[config.mk]
export PLATFORM = sky130hd
export DESIGN_NAME = sec_viol_capture
export DESIGN_NICKNAME = d
export VERILOG_FILES = /design/src/rtl/sec_viol_capture.sv
export SDC_FILE = /design/constraint.sdc
export NUM_CORES = 1
export LEC_CHECK = 0
export BUFFER_PORTS_ARGS = -buffer_cell sky130_fd_sc_hd__buf_4
export CELL_PAD_IN_SITES_DETAIL_PLACEMENT = 1
export CELL_PAD_IN_SITES_GLOBAL_PLACEMENT = 2
export CORE_ASPECT_RATIO = 0.6
export CORE_MARGIN = 2
export CORE_UTILIZATION = 35
export DETAILED_ROUTE_END_ITERATION = 8
export PLACE_DENSITY_LB_ADDON = 0.2
export SYNTH_ARGS = -nofsm -noshare
export SYNTH_HDL_FRONTEND = slang
export SYNTH_SLANG_ARGS = --single-unit
[constraint.sdc]
create_clock -name clk -period 5.4 [get_ports clk]
set_input_delay 1.62 -clock clk [delete_from_list [all_inputs] [get_ports clk]]
set_output_delay 1.62 -clock clk [all_outputs]
set_load 0.1 [all_outputs]
[src/rtl/sec_viol_capture.sv]
module sec_viol_capture #(
  parameter int NUM_SLOT = 19,
  parameter logic [NUM_SLOT-1:0] SRC_MASK = 19'h7FDF3,
  parameter int MID_W    = 4,
  parameter int ADDR_W   = 32,
  parameter int DATA_W   = 32,
  parameter int REG_AW   = 12,
  parameter int EN_OFS   = 'h02C,
  parameter int STS_OFS  = 'h030,
  parameter int CAP_BASE = 'h034
) (
  input  logic                       clk,
  input  logic                       rst_n,
  input  logic                       cfg_we,
  input  logic [REG_AW-1:0]          cfg_addr,
  input  logic [DATA_W-1:0]          cfg_wdata,
  output logic [DATA_W-1:0]          cfg_rdata,
  input  logic [NUM_SLOT-1:0]        viol_pulse,
  input  logic [NUM_SLOT*MID_W-1:0]  viol_mid,
  input  logic [NUM_SLOT*ADDR_W-1:0] viol_addr,
  output logic                       irq
);

  localparam int CAP_STEP = 8;
  localparam logic [DATA_W-1:0] MASK_W = DATA_W'(SRC_MASK);

  logic [DATA_W-1:0] en_q, sts_q;
  logic [MID_W-1:0]  mid_q [NUM_SLOT];
  logic [ADDR_W-1:0] adr_q [NUM_SLOT];

  wire en_hit  = cfg_we && (cfg_addr == REG_AW'(EN_OFS));
  wire sts_hit = cfg_we && (cfg_addr == REG_AW'(STS_OFS));

  wire [DATA_W-1:0] clr  = sts_hit ? (cfg_wdata & MASK_W) : '0;
  wire [DATA_W-1:0] set  = DATA_W'(viol_pulse) & MASK_W;
  wire [DATA_W-1:0] load = set & (~sts_q | clr);

  always_ff @(posedge clk or negedge rst_n) begin
    if (!rst_n) begin
      en_q  <= '0;
      sts_q <= '0;
    end else begin
      if (en_hit) en_q <= cfg_wdata & MASK_W;
      sts_q <= (sts_q & ~clr) | set;
    end
  end

  always_ff @(posedge clk or negedge rst_n) begin
    if (!rst_n) begin
      for (int i = 0; i < NUM_SLOT; i++) begin
        mid_q[i] <= '0;
        adr_q[i] <= '0;
      end
    end else begin
      for (int i = 0; i < NUM_SLOT; i++) begin
        if (load[i]) begin
          mid_q[i] <= viol_mid[i*MID_W +: MID_W];
          adr_q[i] <= viol_addr[i*ADDR_W +: ADDR_W];
        end
      end
    end
  end

  assign irq = |(en_q & sts_q);

  always_comb begin
    cfg_rdata = '0;
    if (cfg_addr == REG_AW'(EN_OFS))  cfg_rdata = en_q;
    if (cfg_addr == REG_AW'(STS_OFS)) cfg_rdata = sts_q;
    for (int i = 0; i < NUM_SLOT; i++) begin
      if (cfg_addr == REG_AW'(CAP_BASE + CAP_STEP*i))
        cfg_rdata = DATA_W'(mid_q[i]);
      if (cfg_addr == REG_AW'(CAP_BASE + CAP_STEP*i + 4))
        cfg_rdata = DATA_W'(adr_q[i]);
    end
  end

endmodule

Yosys cells after proc, flatten, opt, wreduce, memory -nomap -nowiden
Index checks and enable logic that the tools add are counted.

cells by class
  reduce and logical (&&, ||, !) cells = 3
  bitwise gates (word level) = 7
  equal/unequal tests = 40
  multiplexer cells = 41

operators with widths
  kind                                                               count
  32-bit 2-to-1 mux                                                  39
  12-bit by 8-bit == test with 1-bit output (second input constant)  19
  12-bit by 7-bit == test with 1-bit output (second input constant)  16
  12-bit by 6-bit == test with 1-bit output (second input constant)  5
  19-bit 2-to-1 mux                                                  2
  19-bit by 32-bit AND with 32-bit output                            1
  32-bit AND                                                         1
  19-bit inverter with 32-bit output                                 1
  32-bit by 19-bit bitwise OR with 32-bit output                     1
  32-bit OR reduction                                                1
  19-bit AND                                                         1
  19-bit inverter                                                    1
  19-bit bitwise OR                                                  1
  1-bit logical AND                                                  2

word-level totals
  register bits after elaboration = 732
  output and inout bits = 33
  logic and storage cells = 131

Depth between registers and ports, before layout
Gate-level depths: netlist (run 1).

  depth in word-level cells = 41
  gate-level depth with buffers = 11

Worst setup path before layout (run 1)
Ideal clock, no wire load.

  path type = input -> output
  from = in cfg_addr[9]
  to = out cfg_rdata[0]
  path buffers = 2
  data arrival time = 4,911 ps
  slack = -1,131 ps
  stages on the path = 7
  data required time = 3,780 ps
  cells stage by stage = or4_1 > buf_2 > buf_2 > nor4_1 > a2111oi_0 > nor4b_1 > a21oi_1

between the ends
  longest elaborated chain between the ends = 41

RTL lines
  element                                    line  RTL
  start: declaration                         15    input logic [REG_AW-1:0] cfg_addr,
  12-bit by 6-bit == test with 1-bit output  68    if (cfg_addr == REG_AW'(EN_OFS)) cfg_rdata = en_q;
  19-bit 2-to-1 mux                          68
  32-bit 2-to-1 mux                          69    if (cfg_addr == REG_AW'(STS_OFS)) cfg_rdata = sts_q;
  32-bit 2-to-1 mux                          71    if (cfg_addr == REG_AW'(CAP_BASE + CAP_STEP*i))
  32-bit 2-to-1 mux                          73    if (cfg_addr == REG_AW'(CAP_BASE + CAP_STEP*i + 4))
  32-bit 2-to-1 mux                          71
  32-bit 2-to-1 mux                          73
  32-bit 2-to-1 mux                          71
  [25 not listed]                            --
  32-bit 2-to-1 mux                          71
  32-bit 2-to-1 mux                          73
  32-bit 2-to-1 mux                          71
  32-bit 2-to-1 mux                          73
  32-bit 2-to-1 mux                          71
  32-bit 2-to-1 mux                          73
  32-bit 2-to-1 mux                          71
  32-bit 2-to-1 mux *                        73
  end: declaration                           17    output logic [DATA_W-1:0] cfg_rdata,

Every way passes the cells marked *; elsewhere a longest branch is shown, timed or not.

Final worst setup path (run 1)
  from = in cfg_addr[9]
  to = out cfg_rdata[3]

between the ends
  longest elaborated chain between the ends = 40

RTL lines
  element                                    line
  12-bit by 6-bit == test with 1-bit output  69
  32-bit 2-to-1 mux                          69
  32-bit 2-to-1 mux                          71
  32-bit 2-to-1 mux                          73
  32-bit 2-to-1 mux                          71
  32-bit 2-to-1 mux                          73
  32-bit 2-to-1 mux                          71
  32-bit 2-to-1 mux                          73
  [24 not listed]                            --
  32-bit 2-to-1 mux                          71
  32-bit 2-to-1 mux                          73
  32-bit 2-to-1 mux                          71
  32-bit 2-to-1 mux                          73
  32-bit 2-to-1 mux                          71
  32-bit 2-to-1 mux                          73
  32-bit 2-to-1 mux                          71
  32-bit 2-to-1 mux *                        73

Marks and branches as above.

==> qor.txt, run 1 <==
sequential cell area fraction in the yosys report: 53.5%
Placement Setup Slack: -704 ps
TritonCTS clock tree: yes
final setup margin: -312 ps
CTS Root Buffer Type: clkbuf_16
final core utilization: 51.7%
clk buf depth: 3
Synth Instances: 2,015
first drt pass iteration count: 5
violated checks: negative setup slack
nets: 3,729
row count: 80
Slew headroom: 32.7%
critical path endpoint category: primary output
unrepaired setup endpoints after global routing: yes
fill cell count: 8,008
CP max-delay cell: or4_4
syn nets: 2,765
Die W: 372 µm
area of the multi-input gates: 0.0133 mm²
Startpoint Class: primary input
synthesized area: 0.0284 mm²
dpl cell area: 0.0370 mm²
gr usage total: 32.3%
Register Area: 0.0152 mm²
IO Port Bufs: 655
WL final: 138 mm
crit-path leading delay family: simple AND/OR/NAND/NOR gates
H-tree Lvls: 2
Post-route DRC: 0
Post-Place Cells: 3,892
number of synthesized flops with an enable pin: 0
Hold/Removal Path Class: reg -> reg
share of cells above drive strength 1: 61.9%
status: finished, violations left
post-layout minimum cycle time: 5710 ps
Post-synth top flop: dfrtp_1
initial antenna violation count: 25
DR vias/cell: 5.59
max-cap check violation count: 0
clock-pin slew on the worst setup and hold paths: 70 ps
Clock Sinks: 608
Tot Pwr: 11.1 mW
critical path required time: 3780 ps
core area: 0.0800 mm²
Area growth, synth to finish: 45.5%
Hold Crit Depth: 1
RD Place Congestion: 0.949
number of global-route vias before repair: 25.0k
worst hold slack: 496 ps
Worst EP arrival: 4090 ps
Die Area: 0.0836 mm²
Synth Warn #: 0
Crit path largest cell delay: 670 ps
Layout Cells excl Fill: 4,104
crit path cell chain: buf_6 -> or4_4 -> nor2_4 -> o211ai_1 -> and3_4 -> a221oi_4 -> o211a_1 -> o21a_2 -> buf_12
Worst-Skew Late Latency: 650 ps
Hold-fix buffers, CTS: 0
crit path launch: cfg_addr[9]
Max Transition Viols Final: 0
Post-synth ARST share: 100%
largest net degree at the start of global routing: 106
Starting Density: 35.6%
I/O Pins: 783
period utilisation layout: 106%
Avg Inst Size Synth: 14.1 µm²
Routed WL per cell: 33.6 µm
Leak: 19.9 nW
drt initial violations: 1,875
post-route cell area: 0.0414 mm²
Critical Path Stages: 9
via count: 23.0k
Peak VDD IR: 0.000255 V
Setup Crit Path Kind: in -> out
R2R cell count: 4
total CTS buffers: 59
post-route ant nets: 0
HPWL Detailed: 103 mm
FF-to-FF Start: sts_q[0]
min-delay src: adr_q[52]
Buf+Inv Stages, Crit Path: 2
Power Dens Cells: 269 mW/mm²
Worst-Margin Slew: 1010 ps
die height: 225 µm
total grt overflow: 0
Fin. Hold Viols: 0
flops & latches, synth: 608
first-pass GRT wire length: 189 mm
maximum clock rate: 175 MHz
clk_skew: 18.6 ps
worst-path maximum fanout: 8
Finish-stage setup viols: 32
post-synth cell types: 70
TNS Setup: -4930 ps
[repair_timing]
action	CTS	global route
setup buffers	62	34
pin swaps	61	42
endpoints found under the setup margin	32	32
gates resized for setup	248	70
cloned	5	2
[path summary, 6_finish.rpt]
check / endpoint / slack (ps)
min reg2reg: adr_q[52] / 500
max in group asynchronous: adr_q[331] / 3180
min: adr_q[52] / 500
max: cfg_rdata[3] / -310
min in group asynchronous: mid_q[72] / 1040
max reg2reg: adr_q[581] / 3260
[sequential cells by signal (all words and copies together) (netlist names)]
signal,count
mid_q,64
sts_q,16
en_q,16
adr_q,512
[cells by family (layout without fill, tap and decap cells)]
kind of cell    after synthesis  in the layout  share of synthesized area (%)
flops                       608            608                           53.5
mux                         601            601                           27.4
buf+inv                     139           1147                           2.86
simple gates                310            310                           6.37
compound gates              357            357                           9.83
other cells                   0             15                              0
[final cells by class]
cell class | count | share of cell area, %
Clock buffer | 85 | 4.19
Clock inverter | 20 | 0.538
Antenna cell | 15 | 0.0907
Sequential cell | 608 | 36.8
Tap cell | 1066 | 3.22
Inverter | 7 | 0.0635
Timing Repair Buffer | 1035 | 22.9
Multi-Input combinational cell | 1268 | 32.2
[synthesized netlist by cell type, drive strengths merged, types with 6 or more instances]
master	instances	share of area [%]
nand2b	21	0.46
nor2	41	0.55
nand3	23	0.40
a22o	56	1.7
buf	81	2.1
a221oi	47	1.4
dfrtp	608	53
mux2i	8	0.28
nor3	25	0.48
nor4	7	0.18
clkbuf	51	0.67
inv	7	0.092
mux2	593	27
a21oi	33	0.58
and3	14	0.31
o22ai	11	0.24
a221o	6	0.21
nand4	30	0.66
a222oi	23	0.81
o32ai	8	0.25
o21ai	17	0.30
nand2	98	1.8
a22oi	110	2.9
and4	8	0.25
[cells in the final DEF (no fill, tap or decap), types with 11 or more instances in the layout]
cell type    n
buf_4      848
dfrtp_1    608
mux2_2     293
mux2_4     280
buf_12     103
a22oi_1     92
clkbuf_16   61
buf_6       60
nand2_1     57
a22o_1      47
a21oi_1     31
a221oi_1    30
nand4_1     30
nand2_2     30
nor2_1      29
a222oi_1    23
nand2b_1    20
mux2_1      20
a22oi_2     18
buf_8       18
nand3_1     17
clkbuf_8    16
diode_2     15
o21ai_0     15
nor3_1      12
a221oi_2    11
[report_power, final]
group | switching [mW] | internal, mW | total [mW]
sequential | 0.343 | 5.06 | 5.40
combinational | 0.488 | 0.893 | 1.38
clock | 1.94 | 2.41 | 4.36
total | 2.77 | 8.37 | 11.1
[per-layer routing]
metal	GRT usage [%]	vias to the layer above	part of all wire (%)
met3	9.35	156	8.6
met4	7.64	18	1.8
li1	-	9616	-
met5	0	-	0.089
met2	48.1	914	44
met1	46.3	12200	46
Power figures use the tool's default switching activity.
==> inputs of run 2 (changes only) <==
--- a/config.mk
+++ b/config.mk
@@ -6,13 +6,12 @@
 export NUM_CORES = 1
 export LEC_CHECK = 0
 export BUFFER_PORTS_ARGS = -buffer_cell sky130_fd_sc_hd__buf_4
-export CELL_PAD_IN_SITES_DETAIL_PLACEMENT = 1
-export CELL_PAD_IN_SITES_GLOBAL_PLACEMENT = 2
 export CORE_ASPECT_RATIO = 0.6
 export CORE_MARGIN = 2
 export CORE_UTILIZATION = 35
 export DETAILED_ROUTE_END_ITERATION = 8
 export PLACE_DENSITY_LB_ADDON = 0.2
+export SLEW_MARGIN = 20
 export SYNTH_ARGS = -nofsm -noshare
 export SYNTH_HDL_FRONTEND = slang
 export SYNTH_SLANG_ARGS = --single-unit
==> run 2 against run 1 <==
  * The flow still finishes with violations (negative setup slack)
  * Sequential cell count did not move
  * Hold slack got worse by 3.7 ps
  * Setup slack got worse by 79 ps
  * Critical endpoint is now cfg_rdata[1]
  * Largest cell class unchanged
==> qor.txt, run 2 (same netlist as run 1, synthesis figures left out) <==
Starting Density: 35.6% (unchanged)
Leak: 20.0 nW (was 19.9 nW)
maximum clock rate: 173 MHz (was 175 MHz)
critical path endpoint category: primary output (unchanged)
crit path launch: cfg_addr[9] (unchanged)
fill cell count: 6,942 (was 8,008)
WL final: 132 mm (was 138 mm)
number of global-route vias before repair: 23.7k (was 25.0k)
Worst EP arrival: 4170 ps (was 4090 ps)
Area growth, synth to finish: 45.9% (was 45.5%)
violated checks: negative setup slack (unchanged)
TritonCTS clock tree: yes (unchanged)
H-tree Lvls: 2 (unchanged)
r2r setup slk: 3070 ps (was 3260 ps)
clk_skew: 20.4 ps (was 18.6 ps)
drt initial violations: 2,109 (was 1,875)
max-cap check violation count: 0 (unchanged)
Post-route DRC: 0 (unchanged)
DR vias/cell: 5.56 (was 5.59)
Finish-stage setup viols: 32 (unchanged)
Hold/Removal Path Class: reg -> reg (unchanged)
Setup Crit Path Kind: in -> out (unchanged)
RD Place Congestion: 1.02 (was 0.949)
area of the multi-input gates: 0.0135 mm² (was 0.0133 mm²)
gr usage total: 31.0% (was 32.3%)
period utilisation layout: 107% (was 106%)
largest net degree at the start of global routing: 100 (was 106)
unrepaired setup endpoints after global routing: yes (unchanged)
Register Area: 0.0152 mm² (unchanged)
Worst Setup EP: cfg_rdata[1] (was cfg_rdata[3])
final setup margin: -391 ps (was -312 ps)
Worst-Margin Slew: 935 ps (was 1010 ps)
critical path required time: 3780 ps (about the same)
Net Sw Power: 2.69 mW (was 2.77 mW)
initial antenna violation count: 21 (was 25)
core area: 0.0800 mm² (unchanged)
row count: 80 (unchanged)
die height: 225 µm (unchanged)
via count: 22.8k (was 23.0k)
Clock Sinks: 608 (unchanged)
total grt overflow: 0 (unchanged)
post-route ant nets: 0 (unchanged)
Power Dens Cells: 269 mW/mm² (about the same)
IO Port Bufs: 655 (unchanged)
Tot Pwr: 11.2 mW (was 11.1 mW)
CTS Root Buffer Type: clkbuf_16 (unchanged)
Placement Setup Slack: -703 ps (was -704 ps)
biggest regs: adr_q: 512 flops, mid_q: 64 flops (unchanged)
R2R cell count: 4 (unchanged)
total CTS buffers: 60 (was 59)
Layout Cells excl Fill: 4,102 (was 4,104)
first-pass GRT wire length: 180 mm (was 189 mm)
share of cells above drive strength 1: 62.6% (was 61.9%)
Routed WL per cell: 32.2 µm (was 33.6 µm)
post-layout minimum cycle time: 5790 ps (was 5710 ps)
Die Area: 0.0836 mm² (unchanged)
worst-path maximum fanout: 17 (was 8)
first drt pass iteration count: 6 (was 5)
sequential share of power: 48.2% (was 48.5%)
Hold-fix buffers, CTS: 0 (unchanged)
Reg-to-Reg End: adr_q[587] (was adr_q[581])
Post-Place Cells: 3,877 (was 3,892)
min-delay src: adr_q[137] (was adr_q[52])
clock-pin slew on the worst setup and hold paths: 60 ps (was 70 ps)
I/O Pins: 783 (unchanged)
clk buf depth: 3 (unchanged)
internal power: 8.49 mW (was 8.37 mW)
Net Sw Frac: 24.1% (was 24.9%)
nets: 3,725 (was 3,729)
Clk pwr share: 39.6% (was 39.1%)
HPWL Detailed: 97.9 mm (was 103 mm)
Max Transition Viols Final: 0 (unchanged)
status: finished, violations left (unchanged)
most flop-heavy register: adr_q (unchanged)
Die W: 372 µm (unchanged)
Fin. Hold Viols: 0 (unchanged)
FF-to-FF Start: sts_q[0] (unchanged)
Logic pwr share: 12.3% (was 12.4%)
Peak VDD IR: 0.000281 V (was 0.000255 V)
Startpoint Class: primary input (unchanged)
most common cell after layout, fill and taps aside: buf_4 (unchanged)
Worst-Skew Late Latency: 640 ps (was 650 ps)
max reg flops: 512 (unchanged)
most frequent cells in the layout: buf_4, dfrtp_1, mux2_2 (unchanged)
Slew headroom: 37.6% (was 32.7%)
[run 2: worst min path at each step]
| stage | to | slack, ps | cells past startpoint |
|---|---|---|---|
| floorplan | adr_q[266] | 460 | 1 |
| global placement | adr_q[340] | 470 | 1 |
| global route | adr_q[137] | 510 | 1 |
| CTS | adr_q[84] | 500 | 1 |
| finish | adr_q[137] | 490 | 1 |
| detailed placement | adr_q[84] | 480 | 1 |
[run 2: timing repair]
item | CTS | global route
setup buffers | 88 | 24
pin swaps | 85 | 48
setup endpoints to repair | 32 | 32
gates resized for setup | 262 | 81
cloned | 6 | 0
[run 2: layout make-up]
| class | instances | area share (%) |
|---|---|---|
| repair buffers | 1030 | 22.6 |
| multi-input cells | 1268 | 32.5 |
| inverters | 7 | 0.0633 |
| clock inverters | 22 | 0.654 |
| well taps | 1066 | 3.21 |
| diodes | 15 | 0.0905 |
| flip-flops and latches | 608 | 36.7 |
| clock buffers | 86 | 4.25 |
[run 2: routing by layer]
layer,wire [µm],global-route usage [%],up-vias
li1,-,-,9641
met1,58200,43.4,11900
met2,57900,45.6,1079
met3,14000,12.0,135
met4,2030,6.10,16
met5,109,0,-
[run 2: power groups by stage]
stage | registers (mW) | logic (mW) | clock network (mW)
2_1_floorplan | 5.33 | 0.665 | 0
3_3_place_gp | 5.41 | 1.29 | 0
3_5_place_dp | 5.43 | 1.33 | 0
4_1_cts | 5.37 | 1.36 | 4.51
5_1_grt | 5.43 | 1.46 | 4.70
6_report | 5.39 | 1.37 | 4.42
[run 2: critical path, cell delays in order]
cell	delay [ps]
buf_6	90
buf_6	100
nor4_4	340
buf_4	170
nand2_2	50
buf_4	230
nor3_1	420
buf_4	210
nor2_1	40
o21ai_0	320
o21a_1	260
o21ai_4	90
buf_12	200
[run 2: per-stage QoR]
step	hold WS (ps)	cell area, µm²	utilization (%)	TNS (ps)
floorplan	463	28900	-	-3060
global placement	475	36900	46.1	-13770
detailed placement	483	36900	46.1	-13580
CTS	498	41100	51.3	-3890
global route	514	41500	51.9	-6570
finish	492	41500	51.9	-4920
==> inputs of run 3 (changes only) <==
--- a/config.mk
+++ b/config.mk
@@ -10,7 +10,9 @@
 export CORE_MARGIN = 2
 export CORE_UTILIZATION = 35
 export DETAILED_ROUTE_END_ITERATION = 8
-export PLACE_DENSITY_LB_ADDON = 0.2
+export PLACE_DENSITY = 0.54
+export REMOVE_ABC_BUFFERS = 1
+export SKIP_LAST_GASP = 1
 export SLEW_MARGIN = 20
 export SYNTH_ARGS = -nofsm -noshare
 export SYNTH_HDL_FRONTEND = slang
==> run 3 against run 2 <==
  * The flow still finishes with violations (negative setup slack)
  * Combinational power about the same
  * Sequential power is essentially flat
  * Setup slack improved by 140 ps
  * Clock-buffer cell count up 3
  * First-iteration DRC count down 3.4%
  * Utilization decreased by 1.1 points
  * Cell count is 1.2% lower
  * Power decreased by 1.5%
  * Via count fell by 0.22%
==> qor.txt, run 3 (same netlist as run 1, synthesis figures left out) <==
die height: 225 µm (unchanged)
Worst EP arrival: 4030 ps (was 4170 ps)
Buf+Inv Stages, Crit Path: 4 (was 6)
core area: 0.0800 mm² (unchanged)
clk buf depth: 3 (unchanged)
critical path endpoint category: primary output (unchanged)
Post-route DRC: 0 (unchanged)
Startpoint Class: primary input (unchanged)
I/O Pins: 783 (unchanged)
HPWL Detailed: 94.7 mm (was 97.9 mm)
Slew headroom: 35.5% (was 37.6%)
WL final: 130 mm (was 132 mm)
gr busiest metal: met2 (unchanged)
biggest regs: adr_q: 512 flops, mid_q: 64 flops (unchanged)
Hold-fix buffers, CTS: 0 (unchanged)
IO Port Bufs: 655 (unchanged)
period utilisation layout: 105% (was 107%)
post-route cell area: 0.0406 mm² (was 0.0415 mm²)
TNS Setup: -3930 ps (was -4920 ps)
Area growth, synth to finish: 42.9% (was 45.9%)
Power Dens Cells: 271 mW/mm² (was 269 mW/mm²)
Hold/Removal Path Class: reg -> reg (unchanged)
most frequent cells in the layout: buf_4, dfrtp_1, mux2_2 (unchanged)
maximum clock rate: 177 MHz (was 173 MHz)
number of global-route vias before repair: 24.0k (was 23.7k)
Die W: 372 µm (unchanged)
worst-path maximum fanout: 9 (was 17)
Starting Density: 35.6% (unchanged)
clock-pin slew on the worst setup and hold paths: 70 ps (was 60 ps)
Clock Sinks: 608 (unchanged)
RD Place Congestion: 0.953 (was 1.02)
share of cells above drive strength 1: 60.8% (was 62.6%)
violated checks: negative setup slack (unchanged)
largest net degree at the start of global routing: 112 (was 100)
clk_skew: 15.1 ps (was 20.4 ps)
via count: 22.7k (was 22.8k)
Leak: 19.6 nW (was 20.0 nW)
dpl cell area: 0.0365 mm² (was 0.0369 mm²)
total grt overflow: 0 (unchanged)
first-pass GRT wire length: 178 mm (was 180 mm)
initial antenna violation count: 24 (was 21)
Placement Setup Slack: -618 ps (was -703 ps)
met3 Usage GRT: 9.53% (was 12.0%)
final setup margin: -251 ps (was -391 ps)
gr usage total: 30.4% (was 31.0%)
TritonCTS clock tree: yes (unchanged)
Finish-stage setup viols: 31 (was 32)
row count: 80 (unchanged)
crit-path leading delay family: simple AND/OR/NAND/NOR gates (was buffers and inverters)
max-cap check violation count: 0 (unchanged)
post-route ant nets: 0 (unchanged)
critical path required time: 3780 ps (about the same)
Setup Crit Path Kind: in -> out (unchanged)
Tot Pwr: 11.0 mW (was 11.2 mW)
drt initial violations: 2,037 (was 2,109)
CTS Root Buffer Type: clkbuf_16 (unchanged)
Worst-Margin Slew: 965 ps (was 935 ps)
most flop-heavy register: adr_q (unchanged)
crit path cell chain: buf_6 -> or4_4 -> buf_4 -> nor3_4 -> buf_8 -> a211oi_1 -> o2111a_2 -> o21a_1 -> o21ai_2 -> buf_12 (was buf_6 -> buf_6 -> nor4_4 -> buf_4 -> nand2_2 -> buf_4 -> nor3_1 -> buf_4 -> nor2_1 -> o21ai_0 -> o21a_1 -> o21ai_4 -> buf_12)
Crit path largest cell delay: 650 ps (was 420 ps)
Peak VDD IR: 0.000277 V (was 0.000281 V)
post-layout minimum cycle time: 5650 ps (was 5790 ps)
Die Area: 0.0836 mm² (unchanged)
final core utilization: 50.8% (was 51.9%)
first drt pass iteration count: 6 (unchanged)
total CTS buffers: 59 (was 60)
most common cell after layout, fill and taps aside: buf_4 (unchanged)
CP max-delay cell: or4_4 (was nor3_1)
nets: 3,684 (was 3,725)
H-tree Lvls: 2 (unchanged)
Max Transition Viols Final: 0 (unchanged)
M1 GR Usage: 43.2% (was 43.4%)
met2 Track Usage GR: 44.2% (was 45.6%)
Routed WL per cell: 32.1 µm (was 32.2 µm)
Worst-Skew Late Latency: 640 ps (about the same)
unrepaired setup endpoints after global routing: yes (unchanged)
Fin. Hold Viols: 0 (unchanged)
DR vias/cell: 5.61 (was 5.56)
status: finished, violations left (unchanged)
max reg flops: 512 (unchanged)
## run 3: changes by cell type in the layout (fill, tap and decap cells not counted), sizes merged
cell	change
bufinv	-3
clkbuf	+5
buf	-42
inv	+2
clkinv	-5
diode	-8
## run 3: layer usage
layer | routed length, µm | up-vias
li1 | - | 9519
met1 | 57800 | 11900
met2 | 55700 | 1064
met3 | 12300 | 229
met4 | 4030 | 28
met5 | 189 | -
## run 3: final timing paths
path	from	end	slack, ps	cells after the start
max in group asynchronous	rst_n	adr_q[585]	3180	2
min in group asynchronous	rst_n	mid_q[11]	1030	1
setup reg to reg	sts_q[18]	adr_q[2]	3520	4
hold / removal	adr_q[74]	adr_q[74]	500	1
setup / recovery	cfg_addr[9]	cfg_rdata[1]	-250	10
hold reg to reg	adr_q[74]	adr_q[74]	500	1
## run 3: timing repair
item	CTS	global route
gates resized for setup	234	93
setup buffers	40	28
endpoints found under the setup margin	32	32
pin swaps	59	70
gates cloned	7	2
## run 3: power breakdown
part	leakage (nW)	internal, mW	switching (mW)	total [mW]
sequential	7.50	5.06	0.313	5.37
combinational	11.1	0.874	0.468	1.34
clock	0.969	2.40	1.90	4.30
total	19.6	8.33	2.68	11.0
## run 3: layout make-up
class | instances | area (µm²)
diodes | 7 | 17.5
clock buffers | 89 | 1770
clock inverters | 16 | 174
fillers | 6879 | 39300
inverters | 7 | 26.3
multi-input cells | 1268 | 13200
flip-flops and latches | 608 | 15200
well taps | 1066 | 1330
repair buffers | 990 | 8920
## run 3: metrics by stage
step                cells  hold WS (ps)
floorplan            1883           463
global placement     3876           474
detailed placement   3876           487
CTS                  4023           502
global route         4047           515
finish               4051           502
## run 3: worst reg2reg max path: cells and delay by family (launching register included)
family	cells	cell delay (ps)
buf+inv	1	660
flops	1	390
mux	1	500
simple gates	2	220
